## config.mk

```make
export PLATFORM = sky130hd
export DESIGN_NAME = strap_seq
export DESIGN_NICKNAME = d
export VERILOG_FILES = /design/src/rtl/strap_seq_pkg.sv /design/src/rtl/strap_ms_tick.sv /design/src/rtl/strap_phase_timer.sv /design/src/rtl/strap_seq.sv
export SDC_FILE = /design/constraint.sdc
export NUM_CORES = 1
export LEC_CHECK = 0
export BUFFER_PORTS_ARGS = -buffer_cell sky130_fd_sc_hd__buf_2
export CORE_MARGIN = 2
export CORE_UTILIZATION = 49
export DETAILED_ROUTE_END_ITERATION = 7
export PLACE_DENSITY = 0.72
export SLEW_MARGIN = 20
export SYNTH_ARGS = -nofsm -noshare
export SYNTH_HDL_FRONTEND = slang
export SYNTH_HIERARCHICAL = 1
export SYNTH_SLANG_ARGS = --single-unit
```

## constraint.sdc

```tcl
create_clock -name clk -period 6.08 [get_ports clk]
set_clock_uncertainty 0.2 [all_clocks]
set_input_delay 0.304 -clock clk [delete_from_list [all_inputs] [get_ports clk]]
set_output_delay 0.304 -clock clk [all_outputs]
set_load 0.02 [all_outputs]
```

## src/rtl/strap_seq_pkg.sv

```systemverilog
package strap_seq_pkg;

    typedef enum logic [2:0] {
        SQ_IDLE,
        SQ_DRIVE_HI,
        SQ_PULL_LO,
        SQ_RELEASE_HI,
        SQ_DONE,
        SQ_HOLD
    } seq_state_e;

endpackage

```

## src/rtl/strap_ms_tick.sv

```systemverilog
module strap_ms_tick #(
    parameter int CLK_PER_MS = 100000
) (
    input  logic clk,
    input  logic rst_n,
    input  logic restart_i,
    output logic tick_o
);
    localparam int CW = (CLK_PER_MS > 1) ? $clog2(CLK_PER_MS) : 1;
    localparam logic [CW-1:0] LAST = CW'(CLK_PER_MS - 1);

    logic [CW-1:0] div_q;

    always_ff @(posedge clk) begin
        if (!rst_n) begin
            div_q <= '0;
        end else if (restart_i || div_q == LAST) begin
            div_q <= '0;
        end else begin
            div_q <= div_q + 1'b1;
        end
    end

    assign tick_o = (div_q == LAST);
endmodule

```

## src/rtl/strap_phase_timer.sv

```systemverilog
module strap_phase_timer #(
    parameter int MS_W = 8
) (
    input  logic            clk,
    input  logic            rst_n,
    input  logic            load_i,
    input  logic [MS_W-1:0] load_ms_i,
    input  logic            tick_i,
    output logic            expire_o
);
    logic [MS_W-1:0] left_q;

    always_ff @(posedge clk) begin
        if (!rst_n) begin
            left_q <= '0;
        end else if (load_i) begin
            left_q <= load_ms_i;
        end else if (tick_i && left_q != '0) begin
            left_q <= left_q - 1'b1;
        end
    end

    assign expire_o = tick_i && (left_q == MS_W'(1));
endmodule

```

## src/rtl/strap_seq.sv

```systemverilog
module strap_seq
    import strap_seq_pkg::*;
#(
    parameter int CLK_PER_MS = 100000,
    parameter int HIGH_MS    = 20,
    parameter int LOW_MS     = 100,
    parameter int REL_MS     = 30
) (
    input  logic clk,
    input  logic rst_n,
    input  logic start_i,
    output logic sw_rst_o,
    output logic sw_rst_oe_o,
    output logic sclk_o,
    output logic sclk_oe_o,
    output logic sdat_o,
    output logic sdat_oe_o,
    output logic csel_o,
    output logic csel_oe_o,
    output logic done_o
);
    localparam int MAX_A  = (HIGH_MS > LOW_MS) ? HIGH_MS : LOW_MS;
    localparam int MAX_MS = (MAX_A > REL_MS) ? MAX_A : REL_MS;
    localparam int MS_W   = $clog2(MAX_MS + 1);

    seq_state_e      state_q, state_d;
    logic            load;
    logic [MS_W-1:0] load_ms;
    logic            tick;
    logic            expire;

    strap_ms_tick #(.CLK_PER_MS(CLK_PER_MS)) tick_i (
        .clk       (clk),
        .rst_n     (rst_n),
        .restart_i (load),
        .tick_o    (tick)
    );

    strap_phase_timer #(.MS_W(MS_W)) timer_i (
        .clk       (clk),
        .rst_n     (rst_n),
        .load_i    (load),
        .load_ms_i (load_ms),
        .tick_i    (tick),
        .expire_o  (expire)
    );

    // State register
    always_ff @(posedge clk) begin
        if (!rst_n) begin
            state_q <= SQ_IDLE;
        end else begin
            state_q <= state_d;
        end
    end

    // Next state and phase loading
    always_comb begin
        state_d = state_q;
        load    = 1'b0;
        load_ms = '0;
        unique case (state_q)
            SQ_IDLE, SQ_HOLD: begin
                if (start_i) begin
                    state_d = SQ_DRIVE_HI;
                    load    = 1'b1;
                    load_ms = MS_W'(HIGH_MS);
                end
            end
            SQ_DRIVE_HI: begin
                if (expire) begin
                    state_d = SQ_PULL_LO;
                    load    = 1'b1;
                    load_ms = MS_W'(LOW_MS);
                end
            end
            SQ_PULL_LO: begin
                if (expire) begin
                    state_d = SQ_RELEASE_HI;
                    load    = 1'b1;
                    load_ms = MS_W'(REL_MS);
                end
            end
            SQ_RELEASE_HI: begin
                if (expire) begin
                    state_d = SQ_DONE;
                end
            end
            SQ_DONE: begin
                state_d = SQ_HOLD;
            end
            default: begin
                state_d = SQ_IDLE;
            end
        endcase
    end

    // Outputs per state
    always_comb begin
        sw_rst_o    = 1'b0;
        sw_rst_oe_o = 1'b0;
        sclk_o      = 1'b0;
        sclk_oe_o   = 1'b0;
        sdat_o      = 1'b0;
        sdat_oe_o   = 1'b0;
        csel_o      = 1'b0;
        csel_oe_o   = 1'b0;
        done_o      = 1'b0;
        unique case (state_q)
            SQ_IDLE: begin
            end
            SQ_DRIVE_HI: begin
                sw_rst_oe_o = 1'b1;
                sw_rst_o    = 1'b1;
            end
            SQ_PULL_LO: begin
                sw_rst_oe_o = 1'b1;
                sclk_oe_o   = 1'b1;
                sclk_o      = 1'b1;
                sdat_oe_o   = 1'b1;
            end
            SQ_RELEASE_HI: begin
                sw_rst_oe_o = 1'b1;
                sw_rst_o    = 1'b1;
                sclk_oe_o   = 1'b1;
                sclk_o      = 1'b1;
                sdat_oe_o   = 1'b1;
            end
            SQ_DONE: begin
                sw_rst_oe_o = 1'b1;
                sw_rst_o    = 1'b1;
                done_o      = 1'b1;
            end
            SQ_HOLD: begin
                sw_rst_oe_o = 1'b1;
                sw_rst_o    = 1'b1;
            end
            default: begin
            end
        endcase
    end
endmodule

```

* Yosys cells after proc, flatten, opt, wreduce, memory -nomap -nowiden
Index checks and enable logic that the tools add are counted.
** Storage, ports and cells
- Bits in registers :: 27
- Word-level logic and storage cells :: 48
- Output and inout bits :: 9
- Bits of input ports :: 3
** Cells by class
- Equality and inequality tests :: 11
- Reduce and logical (&&, ||, !) cells :: 13
- $add $sub $neg :: 2
- Multiplexer cells :: 18
- Bitwise operators :: 1
** Operators with widths (count)
- two-way mux 7 bit :: 3
- one-hot mux 7 bit (3 select lines) :: 1
- adder 17 x 1 -> 17 bit (second input constant) :: 1
- == test 17 bit (second input constant) :: 1
- one-hot mux 3 bit (5 select lines) :: 1
- two-way mux 3 bit :: 4
- two-way mux 5 bit :: 2
- inequality test 2 bit (second input constant) :: 4
- OR reduction 2 bit :: 4
- == test 7 x 1 -> 1 bit (second input constant) :: 1
- nonzero test 7 bit :: 1
- subtractor 7 x 1 -> 7 bit (second input constant) :: 1
- == test 3 x 2 -> 1 bit (second input constant) :: 2
- == test 3 bit (second input constant) :: 2
- two-way mux 1 bit :: 6
- OR reduction 5 bit :: 1
- AND reduction 4 bit :: 1
- OR reduction 4 bit :: 1
- == test 3 x 1 -> 1 bit (second input constant) :: 1
- zero test 3 bit :: 1
- logical AND 1 bit :: 2
- one-hot mux 1 bit (2 select lines) :: 1
- nonzero test 2 bit :: 1
- logical OR 1 bit :: 1
- NOT 1 bit :: 1

* Longest topological paths before layout
- Depth after elaboration :: 6
- Depth in mapped cells :: 13
- Mapped depth without buffers :: 11

* By module
Netlist, hierarchy kept.
** Modules (own cells, without submodules)
- strap_ms_tick :: area each 784.5 µm², times used 1, seq. area each 340.3 µm², cells an instance 86
- strap_phase_timer :: area each 498.0 µm², times used 1, seq. area each 140.1 µm², cells an instance 59
- strap_seq :: area each 316.6 µm², times used 1, seq. area each 60.1 µm², cells an instance 40

* Worst setup path after synthesis
OpenSTA, ideal clock, no wires.
- Kind :: flip-flop to flip-flop
- Start :: register tick_i.div_q[0]
- End :: register timer_i.left_q[0]
- Data arrival time :: 2.941 ns
- Data required time :: 5.760 ns
- Setup time :: 0.120 ns
- Setup slack :: 2.819 ns
- Clock period less this slack :: 3.261 ns
- Cell stages (with the launch flop) :: 14
- Path buffers :: 2
- Cells stage by stage :: dfxtp_1 > ha_1 > and4_1 > buf_6 > and4_4 > nor3b_1 > and4b_1 > nand2_2 > nor3_2 > a21o_1 > clkbuf_1 > inv_1 > and4_2 > o31a_1
** Between the ends
- Word-level cells in the longest chain between the ends :: 5
- Elaborated cells between the ends (all ways) :: 7
- Classes of those cells :: eq/ne (1); mux (3); reduce/logical (3)
** Ends and longest elaborated chain
- start, declared :: line strap_ms_tick.sv:12 : logic [CW-1:0] div_q;
- start signal, assigned :: line strap_ms_tick.sv:20 : div_q <= div_q + 1'b1;
- == test 17 bit * :: line strap_ms_tick.sv:24 : assign tick_o = (div_q == LAST);
- via tick :: line strap_seq.sv:29 : logic tick;
- logical AND 1 bit * :: line strap_phase_timer.sv:23 : assign expire_o = tick_i && (left_q == MS_W'(1));
- via expire :: line strap_seq.sv:30 : logic expire;
- two-way mux 1 bit * :: line strap_seq.sv:71, strap_seq.sv:78
- one-hot mux 1 bit (2 select lines) * :: line strap_seq.sv:62 : unique case (state_q)
- via load :: line strap_seq.sv:27 : logic load;
- two-way mux 7 bit or nonzero test 2 bit (tied branches)
- end signal, assigned :: line strap_phase_timer.sv:17 : left_q <= load_ms_i;
- end signal, assigned :: line strap_phase_timer.sv:19 : left_q <= left_q - 1'b1;
- end, declared :: line strap_phase_timer.sv:11 : logic [MS_W-1:0] left_q;
Mark *: on every way through the listed nets, which the timed path passes. The rest lies on a longest branch.
A chain may end at the register's enable or synchronous reset.

* Worst setup path in the final report
Same ends and word-level chain as after synthesis.

==> run summary <==
Avg Vias per Cell - 5.61
Arrival time worst endpoint - 3.68 ns
Number of flops mapped to enable cells by yosys - 0
CTS sink cnt - 27
Mapped Area - 1600 µm²
Worst Setup End Kind - register
Clock root buffer master - clkbuf_4
Startpoint Class - register
CTS tree - built
Outcome - finished clean
Post-Syn Instances - 185
Detail Route Antenna Nets - 0
Deepest clock path buffer count - 2
Wire length of the first global-routing pass - 4750 µm
Crit share post-route - 0.598
Combinational Power Share - 0.128
Synthesis-stage register bit count - 27
Reg power frac - 0.609
Total Nets Final - 196
Place WS - 2.52 ns
Fin Hold WS - 0.0753 ns
Iteration-0 DRC Markers - 56
Clock Latency Late Sink - 0.33 ns
Initial core utilization - 0.520
Synthesis-to-layout area growth - 2.03%
RePlAce Congestion - 0.789
GRT Overall Usage - 0.166
Total negative slack - 0 ns
Post-CTS Hold Fix Bufs - 0
CP cell instances - ha_1, and4_1, and4_4, nor3b_1, and4b_1, nand2_2, nor3_2, a21o_1, inv_1, and4_2, o31a_1
Core ar. - 3080 µm²
Worst r2r path cells - 11
Post-synth ARST share - 0
Reg2reg start - tick_i/div_q[0]$_SDFF_PP0_
Hold Path Class - in -> reg
Via Count - 1301
Pin count of the biggest net entering global routing - 18
Share of cells above drive strength 1 - 0.106
Metal3 WL - 120 µm
RSZ-0062 raised after global routing - no
I/O Pins - 12
WL final - 2840 µm
Critical-path top delay cell - dfxtp_1
Slew Limit Fails - 0
CTS Buf Count - 3
Worst-Margin Slew - 0.534 ns
TritonRoute pass-1 iters - 4
MaxCap Viol Count - 0
Switch share - 0.282
Initial antenna violation count - 0
Reg-to-Reg End - timer_i/left_q[0]$_SDFFE_PN0P_
Clk pwr share - 0.263
Antenna cells - 0
Drt drc - 0
Worst EP required - 6.13 ns
Clock slew at reported path FFs - 0.15 ns
Int Power - 0.225 mW
Die width - 61.1 µm
Aggregate global routing overflow - 0
Hold Crit Start - rst_n
Wire per inst - 12.2 µm
# rows - 20
Seq/Total Area, Yosys - 0.338
Inst Count DP - 228
Fin. Hold Viols - 0
Leading cell type in the layout, fill and taps excluded - dfxtp_1
P_leak - 0.591 nW
R2R Setup Slk - 2.44 ns
CP peak stage delay - 0.40 ns
Top Metal Used - met4
PortBufs - 8
Pwr dens - 192 nW/µm²
Endpoints failing setup - 0
HPWL after DPL - 2070 µm
Achievable Freq - 275 MHz
PostCTS Resize Cnt - 0
M1 wire length - 1360 µm
Ys flop type - dfxtp_1
Post-CTS Setup Inserts - 0
PnR worst setup slack - 2.44 ns
Die Ht - 61.1 µm
Sw power - 0.0886 mW
Rel. slew slack - 0.644
Vias in the first global route - 1109
Final Critical Period - 3.64 ns
Worst-path fanout max - 11
Synth warn - 6
CP Class - reg -> reg
VDD IR max - 0.000146 V
Die area - 3740 µm²
H-tree Lvls - 1
Syn_area_per_cell - 8.64 µm²
Met2 wire len - 1340 µm
Fin cells - 232
Final Util - 0.530
Cells on Worst Hold Path - 2
Number of distinct library cells after synthesis - 54
Most frequent cells in the layout - dfxtp_1 (27), nor2_1 (23), a21oi_1 (13)
Worst hold endpoint - timer_i/left_q[0]$_SDFFE_PN0P_
how the worst max path moves through the flow:
stage                               start                        endpoint  slack (ns)
2_1_floorplan  tick_i/div_q[0]$_SDFF_PP0_  timer_i/left_q[0]$_SDFFE_PN0P_        2.82
3_3_place_gp   tick_i/div_q[0]$_SDFF_PP0_  timer_i/left_q[0]$_SDFFE_PN0P_        2.66
3_5_place_dp   tick_i/div_q[0]$_SDFF_PP0_  timer_i/left_q[0]$_SDFFE_PN0P_        2.52
4_1_cts        tick_i/div_q[0]$_SDFF_PP0_  timer_i/left_q[0]$_SDFFE_PN0P_        2.49
5_1_grt        tick_i/div_q[0]$_SDFF_PP0_  timer_i/left_q[0]$_SDFFE_PN0P_        2.20
6_report       tick_i/div_q[0]$_SDFF_PP0_  timer_i/left_q[0]$_SDFFE_PN0P_        2.44
through the flow:
step / power, mW / cell area [µm²]
after detailed placement: 0.234 / 1600
after CTS: 0.319 / 1630
after global routing: 0.330 / 1630
after global placement: 0.234 / 1600
after floorplan: 0.229 / 1610
final: 0.314 / 1630
cell usage after synthesis, types with 2 or more instances:
master / instances / area, µm²
o31ai_1: 2 / 15.0
buf_6: 3 / 33.8
a31oi_1: 3 / 18.8
dfxtp_1: 27 / 541
nor4_1: 2 / 12.5
and3_1: 2 / 12.5
nor4bb_1: 2 / 20.0
xnor2_1: 4 / 35.0
o21ai_0: 8 / 40.0
nand2b_1: 3 / 18.8
nand4_1: 3 / 18.8
or4b_1: 2 / 20.0
or3_1: 5 / 31.3
ha_1: 4 / 50.1
nor3b_1: 2 / 15.0
inv_1: 8 / 30.0
a21oi_1: 13 / 65.1
nand3_1: 7 / 35.0
a21o_1: 2 / 15.0
nor3_1: 2 / 10.0
o31a_1: 2 / 17.5
and4_1: 2 / 17.5
xor2_1: 9 / 78.8
buf_4: 7 / 52.6
nor2_1: 23 / 86.3
a211o_1: 2 / 17.5
nand2_1: 9 / 33.8
per-layer routing:
layer	up-vias	global-route usage
met5	-	0
met4	0	0.0466
met3	2	0.0378
met2	34	0.271
met1	601	0.222
li1	664	-
sequential cells by signal, summed over array words and instances, names as in the netlist:
name            cells
state_q             3
timer_i/left_q      7
tick_i/div_q       17
logic make-up (layout without fill, tap and decap cells):
kind of cell	after synthesis	after routing	synth area share
and+or+nand+nor	79	79	0.300
DFF	27	27	0.338
other	1	4	0.00235
buffers and inverters	20	20	0.0845
adders and majority gates	4	4	0.0313
AOI/OAI and AO/OA	40	40	0.166
xor gates and xnor gates	13	13	0.0712
muxes	1	1	0.00626
critical path, delay by kind of cell, from the launching register on:
kind                     cells  cell delay [ns]
flip-flops                   1             0.40
AND/OR/NAND/NOR              7             1.96
AO/OA/AOI/OAI                2             0.57
adder cells (fa/ha/maj)      1             0.22
buffers and inverters        1             0.18
power groups by stage:
stage                     logic [mW]  clock network [mW]  registers, mW
after global placement        0.0390                   0          0.195
after floorplan               0.0370                   0          0.192
final                         0.0402              0.0825          0.191
after detailed placement      0.0395                   0          0.195
after global routing          0.0451              0.0924          0.192
after CTS                     0.0399              0.0876          0.191
final cells by class:
type / count / area, µm²
fillers: 296 / 1450
multi-input cells: 141 / 935
flip-flops and latches: 27 / 541
well taps: 44 / 55.1
repair buffers: 8 / 40.0
inverters: 8 / 30.0
clock buffers: 3 / 22.5
clock inverters: 1 / 8.76
Note: power is estimated with default switching activity, not from simulation.
